<file path="src/rtl/gpio_pin_pkg.sv">
package gpio_pin_pkg;
  // Configuration word layout (bit positions are software visible)
  localparam int CFG_W  = 6;
  localparam int DIR_B  = 0;
  localparam int DOUT_B = 1;
  localparam int RDRV_B = 2;
  localparam int PEN_B  = 3;
  localparam int POL_B  = 4;
  localparam int IEN_B  = 5;
  // Status word layout
  localparam int FLAG_B = 0;
  localparam int LVL_B  = 1;

  // Packed so member order matches the bit positions above (dir = bit 0)
  typedef struct packed {
    logic irqEn;
    logic polarity;
    logic pullEn;
    logic reducedDrive;
    logic outData;
    logic dir;
  } pinCfg_t;

  // Control-to-datapath strobes
  typedef struct packed {
    pinCfg_t cfg;
    logic    flagClr;
  } ctlStrobe_t;

  typedef enum logic {
    ADDR_CFG  = 1'b0,
    ADDR_STAT = 1'b1
  } regSel_t;
endpackage

</file>
<file path="src/rtl/gpio_pin_ctl.sv">
module gpio_pin_ctl
  import gpio_pin_pkg::*;
#(
  parameter int DATA_W        = 8,
  parameter int EDGE_FEATURES = 1
) (
  input  logic              clk,
  input  logic              rstN,
  input  logic              regWrEn,
  input  logic              regAddr,
  input  logic [DATA_W-1:0] regWrData,
  input  logic              flag,
  input  logic              level,
  output logic [DATA_W-1:0] regRdData,
  output ctlStrobe_t        strobe
);
  // Bits the variant keeps; the top two (polarity, irq enable) go without edge features
  localparam logic [CFG_W-1:0] FULL_MASK = {CFG_W{1'b1}};
  localparam logic [CFG_W-1:0] CFG_MASK  =
    (EDGE_FEATURES != 0) ? FULL_MASK : (FULL_MASK >> 2);

  regSel_t           sel;
  pinCfg_t           cfgQ;
  logic              cfgWr;
  logic              statWr;
  logic [DATA_W-1:0] cfgWord;
  logic [DATA_W-1:0] statWord;
  logic [DATA_W-1:0] rdNext;
  logic              unusedWrBits;

  assign sel    = regSel_t'(regAddr);
  assign cfgWr  = regWrEn && (sel == ADDR_CFG);
  assign statWr = regWrEn && (sel == ADDR_STAT);

  always_ff @(posedge clk or negedge rstN) begin
    if (!rstN) begin
      cfgQ <= '0;
    end else if (cfgWr) begin
      cfgQ <= pinCfg_t'(regWrData[CFG_W-1:0] & CFG_MASK);
    end
  end

  always_comb begin
    strobe.cfg     = cfgQ;
    strobe.flagClr = statWr && regWrData[FLAG_B];
  end

  always_comb begin
    cfgWord          = DATA_W'(cfgQ);
    statWord         = '0;
    statWord[FLAG_B] = flag;
    statWord[LVL_B]  = level;
    rdNext           = (sel == ADDR_CFG) ? cfgWord : statWord;
  end

  always_ff @(posedge clk or negedge rstN) begin
    if (!rstN) begin
      regRdData <= '0;
    end else begin
      regRdData <= rdNext;
    end
  end

  assign unusedWrBits = ^regWrData[DATA_W-1:CFG_W];
endmodule

</file>
<file path="src/rtl/gpio_pin_dp.sv">
module gpio_pin_dp
  import gpio_pin_pkg::*;
#(
  parameter int SYNC_STAGES   = 2,
  parameter int EDGE_FEATURES = 1
) (
  input  logic       clk,
  input  logic       rstN,
  input  logic       padIn,
  input  ctlStrobe_t strobe,
  output logic       padOutEn,
  output logic       padOut,
  output logic       padReducedDrive,
  output logic       padPullUp,
  output logic       padPullDown,
  output logic       irqReq,
  output logic       flag,
  output logic       level
);
  localparam int  LAST_STAGE = SYNC_STAGES - 1;
  localparam logic FEAT_ON   = (EDGE_FEATURES != 0);

  logic [SYNC_STAGES-1:0] syncQ;
  logic                   prevQ;
  logic                   cur;
  logic                   isInput;
  logic                   polEff;
  logic                   irqArmed;
  logic                   rise;
  logic                   fall;
  logic                   edgeHit;
  logic                   flagQ;

  // Synchronizer chain, one flop per stage
  for (genvar i = 0; i < SYNC_STAGES; i++) begin : g_sync
    if (i == 0) begin : g_first
      always_ff @(posedge clk or negedge rstN) begin
        if (!rstN) syncQ[i] <= 1'b0;
        else       syncQ[i] <= padIn;
      end
    end else begin : g_next
      always_ff @(posedge clk or negedge rstN) begin
        if (!rstN) syncQ[i] <= 1'b0;
        else       syncQ[i] <= syncQ[i-1];
      end
    end
  end

  always_ff @(posedge clk or negedge rstN) begin
    if (!rstN) prevQ <= 1'b0;
    else       prevQ <= syncQ[LAST_STAGE];
  end

  assign cur      = syncQ[LAST_STAGE];
  assign isInput  = !strobe.cfg.dir;
  assign polEff   = FEAT_ON && strobe.cfg.polarity;
  assign irqArmed = FEAT_ON && isInput && strobe.cfg.irqEn;

  // Pad control decode
  always_comb begin
    padOutEn        = strobe.cfg.dir;
    padOut          = strobe.cfg.dir && strobe.cfg.outData;
    padReducedDrive = strobe.cfg.dir && strobe.cfg.reducedDrive;
    padPullUp       = isInput && strobe.cfg.pullEn && !polEff;
    padPullDown     = isInput && strobe.cfg.pullEn && polEff;
  end

  // Edge detection on the synchronized level
  assign rise    = cur && !prevQ;
  assign fall    = !cur && prevQ;
  assign edgeHit = irqArmed && (polEff ? rise : fall);

  always_ff @(posedge clk or negedge rstN) begin
    if (!rstN) begin
      flagQ <= 1'b0;
    end else if (edgeHit) begin
      flagQ <= 1'b1;
    end else if (strobe.flagClr) begin
      flagQ <= 1'b0;
    end
  end

  assign flag   = flagQ;
  assign irqReq = flagQ && irqArmed;
  assign level  = strobe.cfg.dir ? strobe.cfg.outData : cur;
endmodule

</file>
<file path="src/rtl/gpio_pin.sv">
module gpio_pin
  import gpio_pin_pkg::*;
#(
  parameter int DATA_W        = 8,
  parameter int SYNC_STAGES   = 2,
  parameter int EDGE_FEATURES = 1
) (
  input  logic              clk,
  input  logic              rstN,
  input  logic              regWrEn,
  input  logic              regAddr,
  input  logic [DATA_W-1:0] regWrData,
  output logic [DATA_W-1:0] regRdData,
  input  logic              padIn,
  output logic              padOutEn,
  output logic              padOut,
  output logic              padReducedDrive,
  output logic              padPullUp,
  output logic              padPullDown,
  output logic              irqReq
);
  ctlStrobe_t strobe;
  logic       flag;
  logic       level;

  gpio_pin_ctl #(
    .DATA_W        (DATA_W),
    .EDGE_FEATURES (EDGE_FEATURES)
  ) u_ctl (
    .clk       (clk),
    .rstN      (rstN),
    .regWrEn   (regWrEn),
    .regAddr   (regAddr),
    .regWrData (regWrData),
    .flag      (flag),
    .level     (level),
    .regRdData (regRdData),
    .strobe    (strobe)
  );

  gpio_pin_dp #(
    .SYNC_STAGES   (SYNC_STAGES),
    .EDGE_FEATURES (EDGE_FEATURES)
  ) u_dp (
    .clk             (clk),
    .rstN            (rstN),
    .padIn           (padIn),
    .strobe          (strobe),
    .padOutEn        (padOutEn),
    .padOut          (padOut),
    .padReducedDrive (padReducedDrive),
    .padPullUp       (padPullUp),
    .padPullDown     (padPullDown),
    .irqReq          (irqReq),
    .flag            (flag),
    .level           (level)
  );
endmodule

</file>
<file path="config.mk">
export PLATFORM = sky130hd
export DESIGN_NAME = gpio_pin
export DESIGN_NICKNAME = d
export VERILOG_FILES = /design/src/rtl/gpio_pin_pkg.sv /design/src/rtl/gpio_pin_ctl.sv /design/src/rtl/gpio_pin_dp.sv /design/src/rtl/gpio_pin.sv
export SDC_FILE = /design/constraint.sdc
export NUM_CORES = 1
export LEC_CHECK = 0
export BUFFER_PORTS_ARGS = -buffer_cell sky130_fd_sc_hd__buf_2
export CAP_MARGIN = 20
export CORE_MARGIN = 3
export CORE_UTILIZATION = 48
export DETAILED_ROUTE_END_ITERATION = 10
export PLACE_DENSITY = 0.85
export SLEW_MARGIN = 40
export SYNTH_ARGS = -nofsm -noshare
export SYNTH_HDL_FRONTEND = slang
export SYNTH_SLANG_ARGS = --single-unit
</file>
<file path="constraint.sdc">
create_clock -name clk -period 1.6 [get_ports clk]
set_input_delay 0.16 -clock clk [delete_from_list [all_inputs] [get_ports clk]]
set_output_delay 0.16 -clock clk [all_outputs]
set_load 0.02 [all_outputs]
</file>
# Word level (Yosys, flattened, before mapping)
# Index checks and enable logic that the tools add are counted.
[word_totals] ff_bits=16 input_bits=13 output_inout_bits=14 elab_cells=35
[classes] muxes=5 bitwise=1 n_reduce_logical=18
[ops] op="$logic_and 1x1->1" count=13
[ops] op="$mux 6" count=1
[ops] op="$logic_not 1->1" count=4
[ops] op="$mux 1" count=4
[ops] op="$reduce_bool 2->1" count=1
[ops] op="$not 1->1" count=1

# Logic depth before layout (Yosys ltp)
# Gate-level depths: netlist (run 1).
[logic_depth] word_depth=5 ltp_mapped=5 ltp_nobuf=3

# Cells and area by module
# Synthesis (run 1) repeated with hierarchy kept, for this count alone.
[unflattened] cells_unflattened=47 hier_area_um2=695.7
[modules_own_cells] module="gpio_pin_ctl" instances=1 cells_each=30 area_per_inst_um2=494.2 seq_area_each_um2=300.3
[modules_own_cells] module="gpio_pin_dp" instances=1 cells_each=17 area_per_inst_um2=201.4 seq_area_each_um2=100.1

# Worst setup path before layout (run 1)
# OpenSTA, ideal clock, no wires.
[synth_timing] path_kind="register to output" start="register u_ctl.cfgQ (netlist bit u_ctl.strobe[1])" end="output padPullUp" t_arrival_ns=1.032 t_required_ns=1.440 path_slack_ns=0.408 path_stages_with_launch=2 path_buffers=0 cell_sequence="dfrtp_1 > nor3b_1"
[synth_between] elab_chain_cells=3
[synth_rtl] item="start, declared" line="gpio_pin_ctl.sv:23" rtl="pinCfg_t cfgQ;"
[synth_rtl] item="start signal, assigned" line="gpio_pin_ctl.sv:39" rtl="cfgQ <= pinCfg_t'(regWrData[CFG_W-1:0] & CFG_MASK);"
[synth_rtl] item="$logic_not 1->1" line="gpio_pin_dp.sv:55" rtl="assign isInput = !strobe.cfg.dir;"
[synth_rtl] item="$logic_and 1x1->1 (2 in series)" line="gpio_pin_dp.sv:64" rtl="padPullUp = isInput && strobe.cfg.pullEn && !polEff;"
[synth_rtl] item="end, declared" line="gpio_pin.sv:18" rtl="output logic padPullUp,"
# No other way between the ends.

# Final worst setup path (run 1)
[layout_timing] start="register u_ctl.cfgQ (netlist bit u_ctl.strobe[1])" end="output irqReq"
[layout_between] elab_chain_cells=3
[layout_rtl] item="$logic_not 1->1" line="gpio_pin_dp.sv:55"
[layout_rtl] item="$logic_and 1x1->1" line="gpio_pin_dp.sv:57" rtl="assign irqArmed = FEAT_ON && isInput && strobe.cfg.irqEn;"
[layout_rtl] item="$logic_and 1x1->1" line="gpio_pin_dp.sv:84" rtl="assign irqReq = flagQ && irqArmed;"
[layout_rtl] item="end, declared" line="gpio_pin.sv:20" rtl="output logic irqReq"
# No other way between the ends.

==> results of run 1 <==
-- what timing repair did --
item / CTS / global route
setup buffers: 0 / 0
hold buffers: 2 / 0
resized for setup: 0 / 0
hold endpoints to repair: 17 / 0
-- per-layer routing --
layer	track usage, %	vias up	share of wire [%]
li1	-	203	-
met2	21.5	15	48
met3	4.24	2	7.2
met4	5.42	0	0.75
met1	15.6	201	44
met5	0	-	0
-- sequential cells by signal (all words and copies together) (netlist names) --
name and flops:
u_ctl.strobe 6, u_dp.prevQ 1, u_dp.flag 1, u_ctl.regRdData 6
u_dp.cur 1, u_dp.syncQ 1
-- critical path, delay by kind of cell, from the launching register on --
kind / cells / cell delay, ns
flip-flops: 1 / 0.42
buffers and inverters: 2 / 0.33
AND/OR/NAND/NOR: 1 / 0.19
-- cells in the final DEF (no fill, tap or decap), drive strengths merged --
cell         instances
a21boi               1
a31o                 1
a32o                 1
and2                 2
and2b                4
and3                 2
buf                 22
clkbuf               3
conb                 2
dfrtp               16
dlygate4sd3          2
inv                  1
mux2                 5
nand2                3
nand2b               1
nand3                1
nor2b                1
nor3b                1
o21ai                2
o22ai                1
-- power by group through the flow --
stage	combinational [mW]	clock [mW]	sequential, mW
finish	0.212	0.192	0.489
global route	0.228	0.221	0.497
CTS	0.213	0.201	0.489
detailed placement	0.209	0	0.498
global placement	0.205	0	0.495
floorplan	0.120	0	0.520
-- cell families after synthesis --
| group | Yosys count |
|---|---|
| buf+inv | 5 |
| compound gates | 6 |
| other cells | 1 |
| flops | 16 |
| simple gates | 15 |
| mux | 5 |
-- synth_stat cells --
cell / instances
o22ai_1: 1
and3_1: 2
o21ai_0: 2
and2b_2: 4
a21boi_0: 1
and2_1: 2
nand3_1: 1
a32o_1: 1
inv_1: 1
mux2_4: 5
buf_6: 2
dfrtp_1: 16
nand2_1: 3
nor3b_1: 1
nand2b_1: 1
buf_4: 2
conb_1: 1
a31o_2: 1
nor2b_4: 1
-- worst min path at each step --
stage | startpoint | slack (ns) | cells past startpoint | endpoint
5_1_grt | regWrData[3] | 0.10 | 2 | u_ctl.strobe[4]
2_1_floorplan | rstN | -0.14 | 0 | u_ctl.regRdData[0]
3_3_place_gp | rstN | 0.08 | 1 | u_dp.cur
3_5_place_dp | rstN | 0.08 | 1 | u_ctl.regRdData[0]
4_1_cts | regWrData[0] | 0.1 | 3 | u_ctl.strobe[1]
6_report | regWrData[0] | 0.10 | 3 | u_ctl.strobe[1]
-- per-stage QoR --
step	hold WS [ns]	worst slack [ns]	utilization [%]
after global routing	0.103	0.165	66.9
final	0.102	0.237	66.9
after CTS	0.0992	0.241	66.9
after detailed placement	0.0847	0.549	63.3
after global placement	0.0782	0.544	63.3
after floorplan	-0.136	0.408	-
-- layout make-up --
| type | instances | area, sq um | area share, % |
|---|---|---|---|
| clock buffer | 3 | 22.5 | 2.80 |
| timing repair buffer | 24 | 130 | 16.2 |
| tap | 14 | 17.5 | 2.18 |
| sequential | 16 | 400 | 49.8 |
| inverter | 1 | 3.75 | 0.467 |
| multi-input combinational | 28 | 229 | 28.5 |
==> impl_metrics.env, run 1 <==
export IMPL_critPathLaunch="u_ctl.strobe[1]"
export IMPL_reg2reg_to="u_ctl.regRdData[1]"
export IMPL_layout_drive_gt1_share_pct=50.0
export IMPL_finalSetupViolations=0
export IMPL_synthTopCellsByArea="dfrtp_1, mux2_4, and2b_2, buf_6, buf_4"
export IMPL_r2r_setup_slack_ns=0.58
export IMPL_cts_buffers=3
export IMPL_gp_congestion=0.704
export IMPL_die_y_um=43.3
export IMPL_firstDrtPassIters=4
export IMPL_crit_path_max_fanout=7
export IMPL_ant_nets=0
export IMPL_cts_tree="built"
export IMPL_worstReg2RegStart="u_ctl.strobe[1]"
export IMPL_synth_top_cell_area_share_pct=60.0
export IMPL_peakVddDrop_v=0.000666
export IMPL_syn_area_sq_um=667
export IMPL_intPower_uw=643
export IMPL_vias_per_cell=4.90
export IMPL_ys_seq_area_share_pct=60.0
export IMPL_fillers=109
export IMPL_crit_path_end_kind="primary output"
export IMPL_synth_area_mux_share_pct=11.3
export IMPL_cts_max_path_buffers=2
export IMPL_drtIter0Drc=6
export IMPL_period_share_pct=85.2
export IMPL_core_sq_um=1200
export IMPL_insertedDiodeCount=0
export IMPL_synth_top_family_by_area="simple AND/OR/NAND/NOR gates"
export IMPL_rows=12
export IMPL_synth_cell_types=19
export IMPL_initial_core_util_pct=55.5
export IMPL_synth_simple_area_share_pct=15.6
export IMPL_yosysWarnings=0
export IMPL_finalMaxSlewViolations=0
export IMPL_pwr_share_seq_pct=54.8
export IMPL_ys_seq_elements=16
export IMPL_hp_class="primary input to flop"
export IMPL_finalHoldViolCount=0
export IMPL_cts_root_buf="clkbuf_4"
export IMPL_cts_htree_levels=1
export IMPL_die_area_sq_um=1870
export IMPL_power_frac_comb_pct=23.7
export IMPL_p_leak_nw=0.428
export IMPL_fin_cells=86
export IMPL_num_vias=421
export IMPL_drc_errors=0
export IMPL_r2r_cells=3
export IMPL_grt_start_max_net_pins=17
export IMPL_routedWlPerCell_um=12.5
export IMPL_dp_cells=81
export IMPL_clkTransAtPathRegs_ns=0.08
export IMPL_max_cap_viol_count=0
export IMPL_area_delta_synth_final_pct=20.5
export IMPL_hpwl_um=794
export IMPL_run_status="finished, final reports clean"
export IMPL_rsz0062_at_grt="no"
export IMPL_max_freq_ghz=0.734
export IMPL_critPathLaunchType="flop"
export IMPL_slowest_delay_ns=0.42
export IMPL_path_class="flop to primary output"
export IMPL_netSwitchingFraction_pct=28.0
export IMPL_synth_compound_area_share_pct=6.38
export IMPL_num_nets_final=87
export IMPL_port_buffers=22
export IMPL_power_frac_clock_pct=21.5
export IMPL_syn_inst=48
export IMPL_synth_top_cell_by_area="dfrtp_1"
export IMPL_pwr_density_cell_nw_per_um2=1110
export IMPL_grt_pass1_wl_mm=1.82
export IMPL_skew_ns=0.00383
export IMPL_design_area_sq_um=803
export IMPL_p_sw_uw=250
export IMPL_crit_slowest_cell="dfrtp_1"
export IMPL_place_area_sq_um=761
export IMPL_avgSynthCellArea_sq_um=13.9
export IMPL_io_pins=27
export IMPL_arrival_ns=1.20
export IMPL_routed_wl_mm=1.07
export IMPL_synthAdderAreaFrac_pct=0
export IMPL_clock_latency_ns=0.27
export IMPL_gr_usage_all_layers_pct=13.1
export IMPL_fin_tns_setup_ns=0
export IMPL_crit_end="irqReq"
export IMPL_grt_pass1_vias=437
export IMPL_antenna_found_initial=0
export IMPL_worstPathCellList="inv_1 -> and3_1 -> buf_2"
export IMPL_fin_total_pwr_uw=893
export IMPL_crit_required_ns=1.44
export IMPL_overflow=0
export IMPL_min_period_ns=1.36
export IMPL_synth_xor_xnor_area_share_pct=0
export IMPL_clock_sinks=16
export IMPL_die_w_um=43.3
No activity file was read; power rests on OpenSTA's default activity.
==> inputs of run 2 (changes only) <==
--- a/config.mk
+++ b/config.mk
@@ -9,9 +9,10 @@
 export CAP_MARGIN = 20
 export CORE_MARGIN = 3
 export CORE_UTILIZATION = 48
+export CTS_BUF_LIST = sky130_fd_sc_hd__clkbuf_8
 export DETAILED_ROUTE_END_ITERATION = 10
 export PLACE_DENSITY = 0.85
-export SLEW_MARGIN = 40
+export SLEW_MARGIN = 10
 export SYNTH_ARGS = -nofsm -noshare
 export SYNTH_HDL_FRONTEND = slang
 export SYNTH_SLANG_ARGS = --single-unit
==> constraint.sdc (replaced) <==
create_clock -name clk -period 1.3 [get_ports clk]
set_input_delay 0.13 -clock clk [delete_from_list [all_inputs] [get_ports clk]]
set_output_delay 0.13 -clock clk [all_outputs]
set_load 0.02 [all_outputs]
==> impl_metrics.env, run 2 (synthesized netlist as in run 1, its figures left out) <==
export IMPL_run_status="finished, final reports clean"
export IMPL_crit_required_ns=1.17
export IMPL_grt_pass1_vias=455
export IMPL_finalSetupViolations=0
export IMPL_finalMaxSlewViolations=0
export IMPL_die_area_sq_um=1870
export IMPL_hpwl_um=819
export IMPL_worstPathCellList="inv_2 -> and3_1 -> buf_2"
export IMPL_whs_path_depth=3
export IMPL_gr_usage_all_layers_pct=14.8
export IMPL_p_leak_nw=0.439
export IMPL_min_period_ns=1.21
export IMPL_overflow=0
export IMPL_core_sq_um=1200
export IMPL_max_cap_viol_count=0
export IMPL_crit_cells=3
export IMPL_pwr_density_cell_nw_per_um2=1480
export IMPL_antenna_found_initial=0
export IMPL_vias_per_cell=5.06
export IMPL_r2r_setup_slack_ns=0.23
export IMPL_critPathBufInv=2
export IMPL_port_buffers=22
export IMPL_cts_root_buf="clkbuf_8"
export IMPL_routed_wl_mm=1.16
export IMPL_most_common_layout_cells="buf_2, dfrtp_1, mux2_4"
export IMPL_firstDrtPassIters=4
export IMPL_num_vias=440
export IMPL_clock_sinks=16
export IMPL_hp_class="primary input to flop"
export IMPL_crit_slowest_cell="dfrtp_1"
export IMPL_routedWlPerCell_um=13.4
export IMPL_insertedDiodeCount=0
export IMPL_num_nets_final=88
export IMPL_die_w_um=43.3
export IMPL_fillers=94
export IMPL_cp_top_family="flip-flops"
export IMPL_skew_ns=0.00144
export IMPL_crit_path_end_kind="primary output"
export IMPL_fin_hold_ws_ns=0.110
export IMPL_max_freq_ghz=0.827
export IMPL_initial_core_util_pct=55.5
export IMPL_worstReg2RegStart="u_ctl.strobe[1]"
export IMPL_layout_drive_gt1_share_pct=52.1
export IMPL_clkTransAtPathRegs_ns=0.06
export IMPL_clock_latency_ns=0.24
export IMPL_hp_start="regWrData[0]"
export IMPL_area_delta_synth_final_pct=24.4
export IMPL_cts_htree_levels=1
export IMPL_die_y_um=43.3
export IMPL_layout_commonest_cell="buf_2"
export IMPL_drtIter0Drc=4
export IMPL_fin_total_pwr_mw=1.23
export IMPL_ant_nets=0
export IMPL_reg2reg_to="u_ctl.regRdData[1]"
export IMPL_cts_tree="built"
export IMPL_gp_congestion=0.704
export IMPL_critPathLaunch="u_ctl.strobe[1]"
export IMPL_period_share_pct=93.1
export IMPL_io_pins=27
export IMPL_peakVddDrop_v=0.000924
export IMPL_path_class="flop to primary output"
export IMPL_cts_buffers=3
export IMPL_fin_tns_setup_ns=0
export IMPL_slowest_delay_ns=0.42
export IMPL_grt_pass1_wl_mm=1.98
export IMPL_critPathLaunchType="flop"
export IMPL_arrival_ns=1.08
export IMPL_rows=12
export IMPL_worstHoldEndpoint="u_ctl.strobe[1]"
export IMPL_crit_path_max_fanout=5
export IMPL_grt_start_max_net_pins=17
export IMPL_rsz0062_at_grt="no"
export IMPL_finalHoldViolCount=0
export IMPL_drc_errors=0
export IMPL_cts_max_path_buffers=2
export IMPL_r2r_cells=4
-- run 2: cell types whose count changed in the layout (fill, tap and decap cells not counted) --
cell	change
buf_4	+1
clkbuf_4	-3
clkbuf_8	+3
inv_1	-1
inv_2	+1
-- run 2: cell type report --
cell class / instances / area (sq um) / area share [%]
sequential: 16 / 400 / 48.3
multi-input combinational: 28 / 229 / 27.6
inverter: 1 / 3.75 / 0.452
clock buffer: 3 / 41.3 / 4.98
timing repair buffer: 25 / 138 / 16.6
tap: 14 / 17.5 / 2.11
-- run 2: worst reg2reg max path: stages (launching register included) --
cell and delay [ns]:
dfrtp_1 0.42, inv_2 0.10, buf_4 0.13, a21boi_0 0.09, a31o_2 0.22
-- run 2: metrics by stage --
step           setup slack (ns)  util [%]  cells  instance area, sq um
6_report                 0.0901      69.1     87                   830
5_1_grt                  0.0108      69.1     87                   830
4_1_cts                 0.00251      68.4     86                   822
3_5_place_dp              0.276      63.3     81                   761
3_3_place_gp              0.275      63.3     81                   761
2_1_floorplan             0.138         -     49                   671
-- run 2: repair_timing --
action	in CTS	in global routing
buffers inserted	0	1
hold buffers	2	0
hold endpoints to repair	17	0
endpoints found under the setup margin	0	2
gates resized for setup	0	1
-- run 2: per-layer routing --
layer  track usage, %  wire length [um]  vias to the layer above
met3             5.51                89                        2
met2             24.5               577                       17
met4             7.23                 8                        0
met1             16.4               488                      216
met5                0                 0                        -
li1                 -                 -                      205
-- run 2: how the worst max path moves through the flow --
stage	endpoint	slack, ns
floorplan	padPullUp	0.14
global placement	padPullDown	0.27
detailed placement	irqReq	0.28
CTS	irqReq	0.003
global route	padPullDown	0.01
finish	irqReq	0.09
-- run 2: power by group --
group	internal, mW	switching, mW
Sequential	0.563	0.0428
Clock	0.205	0.152
Combinational	0.127	0.141
Total	0.896	0.336
==> inputs of run 3 (changes only) <==
--- a/config.mk
+++ b/config.mk
@@ -5,14 +5,19 @@
 export SDC_FILE = /design/constraint.sdc
 export NUM_CORES = 1
 export LEC_CHECK = 0
+export ABC_AREA = 1
 export BUFFER_PORTS_ARGS = -buffer_cell sky130_fd_sc_hd__buf_2
 export CAP_MARGIN = 20
+export CELL_PAD_IN_SITES_DETAIL_PLACEMENT = 0
+export CELL_PAD_IN_SITES_GLOBAL_PLACEMENT = 2
+export CORE_ASPECT_RATIO = 1.75
 export CORE_MARGIN = 3
-export CORE_UTILIZATION = 48
+export CORE_UTILIZATION = 28
 export CTS_BUF_LIST = sky130_fd_sc_hd__clkbuf_8
 export DETAILED_ROUTE_END_ITERATION = 10
-export PLACE_DENSITY = 0.85
+export PLACE_DENSITY = 0.86
 export SLEW_MARGIN = 10
 export SYNTH_ARGS = -nofsm -noshare
 export SYNTH_HDL_FRONTEND = slang
+export SYNTH_HIERARCHICAL = 1
 export SYNTH_SLANG_ARGS = --single-unit
==> impl_metrics.env, run 3 <==
export IMPL_fin_tns_setup_ns=0
export IMPL_p_sw_uw=346
export IMPL_grt_pass1_wl_mm=2.35
export IMPL_fin_total_pwr_mw=1.20
export IMPL_place_area_sq_um=806
export IMPL_die_w_um=43.9
export IMPL_crit_slowest_cell="dfrtp_2"
export IMPL_fin_util_pct=37.9
export IMPL_cp_top_family="flip-flops"
export IMPL_crit_cells=4
export IMPL_worstReg2RegStart="u_ctl/strobe[1]"
export IMPL_layout_drive_gt1_share_pct=28.8
export IMPL_vias_per_cell=4.19
export IMPL_run_status="finished, final reports clean"
export IMPL_synth_edf_count=0
export IMPL_routedWlPerCell_um=10.7
export IMPL_fillers=244
export IMPL_rsz0062_at_grt="no"
export IMPL_r2r_setup_slack_ns=0.34
export IMPL_drtIter0Drc=8
export IMPL_num_vias=540
export IMPL_yosysMostFrequentCell="nand2_1"
export IMPL_power_frac_comb_pct=20.4
export IMPL_use_met1_pct=9.84
export IMPL_grt_pass1_vias=537
export IMPL_core_sq_um=2330
export IMPL_die_area_sq_um=3170
export IMPL_syn_area_sq_um=702
export IMPL_arrival_ns=1.09
export IMPL_finalSetupViolations=0
export IMPL_top_usage_layer="met2"
export IMPL_max_freq_ghz=0.821
export IMPL_ys_seq_elements=16
export IMPL_most_common_layout_cells="nand2_1, buf_2, dfrtp_1"
export IMPL_path_class="flop to primary output"
export IMPL_clock_latency_ns=0.24
export IMPL_synth_cell_types=14
export IMPL_cts_max_path_buffers=2
export IMPL_finalMaxSlewViolations=0
export IMPL_use_met2_pct=18.5
export IMPL_synth_top_cell_area_share_pct=57.0
export IMPL_antenna_found_initial=0
export IMPL_cts_buffers=3
export IMPL_firstDrtPassIters=4
export IMPL_min_period_ns=1.22
export IMPL_power_frac_clock_pct=30.1
export IMPL_timing_final_ws_setup_ns=0.0813
export IMPL_ys_flop_type="dfrtp_1"
export IMPL_critPathLaunchType="flop"
export IMPL_area_delta_synth_final_pct=25.8
export IMPL_gr_usage_all_layers_pct=10.3
export IMPL_async_flop_share_pct=100
export IMPL_die_y_um=72.2
export IMPL_initial_core_util_pct=30.1
export IMPL_hpwl_mm=1.05
export IMPL_synth_common_cells="nand2_1, dfrtp_1, inv_1"
export IMPL_syn_inst=79
export IMPL_finalHoldViolCount=0
export IMPL_ys_seq_area_share_pct=57.0
export IMPL_port_buffers=22
export IMPL_drc_errors=0
export IMPL_met3_usage_pct=2.48
export IMPL_ant_nets=0
export IMPL_overflow=0
export IMPL_critPathBufInv=3
export IMPL_p_leak_nw=0.521
export IMPL_synthTopCellsByArea="dfrtp_1, nand2_1, inv_1, nand3_1, buf_4"
export IMPL_cts_root_buf="clkbuf_8"
export IMPL_insertedDiodeCount=0
export IMPL_cts_tree="built"
export IMPL_crit_path_end_kind="primary output"
export IMPL_crit_end="padOut"
export IMPL_gp_congestion=0.730
export IMPL_netSwitchingFraction_pct=28.8
export IMPL_max_cap_viol_count=0
export IMPL_rows=23
export IMPL_critPathLaunch="u_ctl/strobe[1]"
export IMPL_layout_commonest_cell="nand2_1"
export IMPL_synth_top_cell_by_area="dfrtp_1"
export IMPL_reg2reg_to="u_ctl/regRdData[1]"
export IMPL_cts_htree_levels=1
export IMPL_intPower_uw=855
export IMPL_crit_path_max_fanout=6
export IMPL_r2r_cells=5
export IMPL_yosysWarnings=6
export IMPL_hp_class="primary input to flop"
export IMPL_grt_start_max_net_pins=17
export IMPL_skew_ns=0.00381
export IMPL_avgSynthCellArea_sq_um=8.89
export IMPL_period_share_pct=93.7
export IMPL_num_nets_final=119
export IMPL_pwr_density_cell_nw_per_um2=1360
export IMPL_routed_wl_mm=1.37
export IMPL_clock_sinks=16
export IMPL_slowest_delay_ns=0.44
export IMPL_pwr_share_seq_pct=49.5
export IMPL_post_place_ws_ns=0.266
export IMPL_peakVddDrop_v=0.000546
export IMPL_crit_required_ns=1.17
export IMPL_clkTransAtPathRegs_ns=0.06
export IMPL_worstPathCellList="buf_4 -> nand2_1 -> inv_1 -> buf_2"
export IMPL_io_pins=27
export IMPL_design_area_sq_um=883
run 3: changes by cell type in the layout (fill, tap and decap cells not counted), sizes merged, moves of 2 or more:
cell and delta:
inv +12, nand2 +24, and2 -2, nand3 +6
and2b -4, nor2 +5, mux2 -5, nor3 +2
run 3: repair_timing:
action                     in CTS  in global routing
setup buffers                   0                  2
gates resized for setup         1                  0
hold buffers                    2                  0
hold endpoints to repair       17                  0
setup endpoints to repair       1                  3
run 3: metrics by stage:
stage | hold WS (ns) | cells
6_report | 0.115 | 129
5_1_grt | 0.124 | 129
4_1_cts | 0.109 | 127
3_5_place_dp | 0.0666 | 122
3_3_place_gp | 0.0584 | 122
2_1_floorplan | -0.166 | 80
run 3: worst register-to-register path: stages (launching register included):
cell	delay, ns
dfrtp_2	0.44
buf_4	0.16
nand2_1	0.06
o21ai_0	0.08
nand2_1	0.07
nand2_1	0.05
run 3: area by class of cell:
type                            instances  area (sq um)  area share [%]
Inverter                               13          56.3            6.37
Multi-Input combinational cell         46           208            23.5
Tap cell                               25          31.3            3.54
Clock buffer                            3          41.3            4.67
Sequential cell                        16           402            45.5
Timing Repair Buffer                   26           145            16.4
run 3: layer usage:
metal / part of all wire [%] / routed length (um)
met5: 0 / 0
met4: 1.2 / 17
met3: 5.3 / 73
met2: 57 / 782
met1: 36 / 500
run 3: power groups by stage:
| stage | sequential, mW | clock (mW) | combinational (mW) |
|---|---|---|---|
| 2_1_floorplan | 0.625 | 0 | 0.139 |
| 3_3_place_gp | 0.606 | 0 | 0.228 |
| 3_5_place_dp | 0.608 | 0 | 0.230 |
| 4_1_cts | 0.600 | 0.376 | 0.235 |
| 5_1_grt | 0.603 | 0.399 | 0.277 |
| 6_report | 0.595 | 0.361 | 0.245 |
run 3: cell families after synthesis:
family | after synthesis | share of synthesized area [%]
and+or+nand+nor | 43 | 27.8
buffers and inverters | 18 | 13.9
DFF | 16 | 57.0
AOI/OAI and AO/OA | 1 | 0.712
other | 1 | 0.534
run 3: how the worst min path moves through the flow:
stage | startpoint | endpoint | slack [ns] | cells past startpoint
2_1_floorplan | rstN | u_ctl/regRdData[0] | -0.17 | 0
3_3_place_gp | rstN | u_dp/syncQ[0] | 0.06 | 1
3_5_place_dp | rstN | u_ctl/regRdData[2] | 0.07 | 1
4_1_cts | regWrData[5] | u_ctl/strobe[6] | 0.11 | 3
5_1_grt | regWrData[1] | u_ctl/strobe[2] | 0.12 | 3
6_report | regWrData[2] | u_ctl/strobe[3] | 0.12 | 3
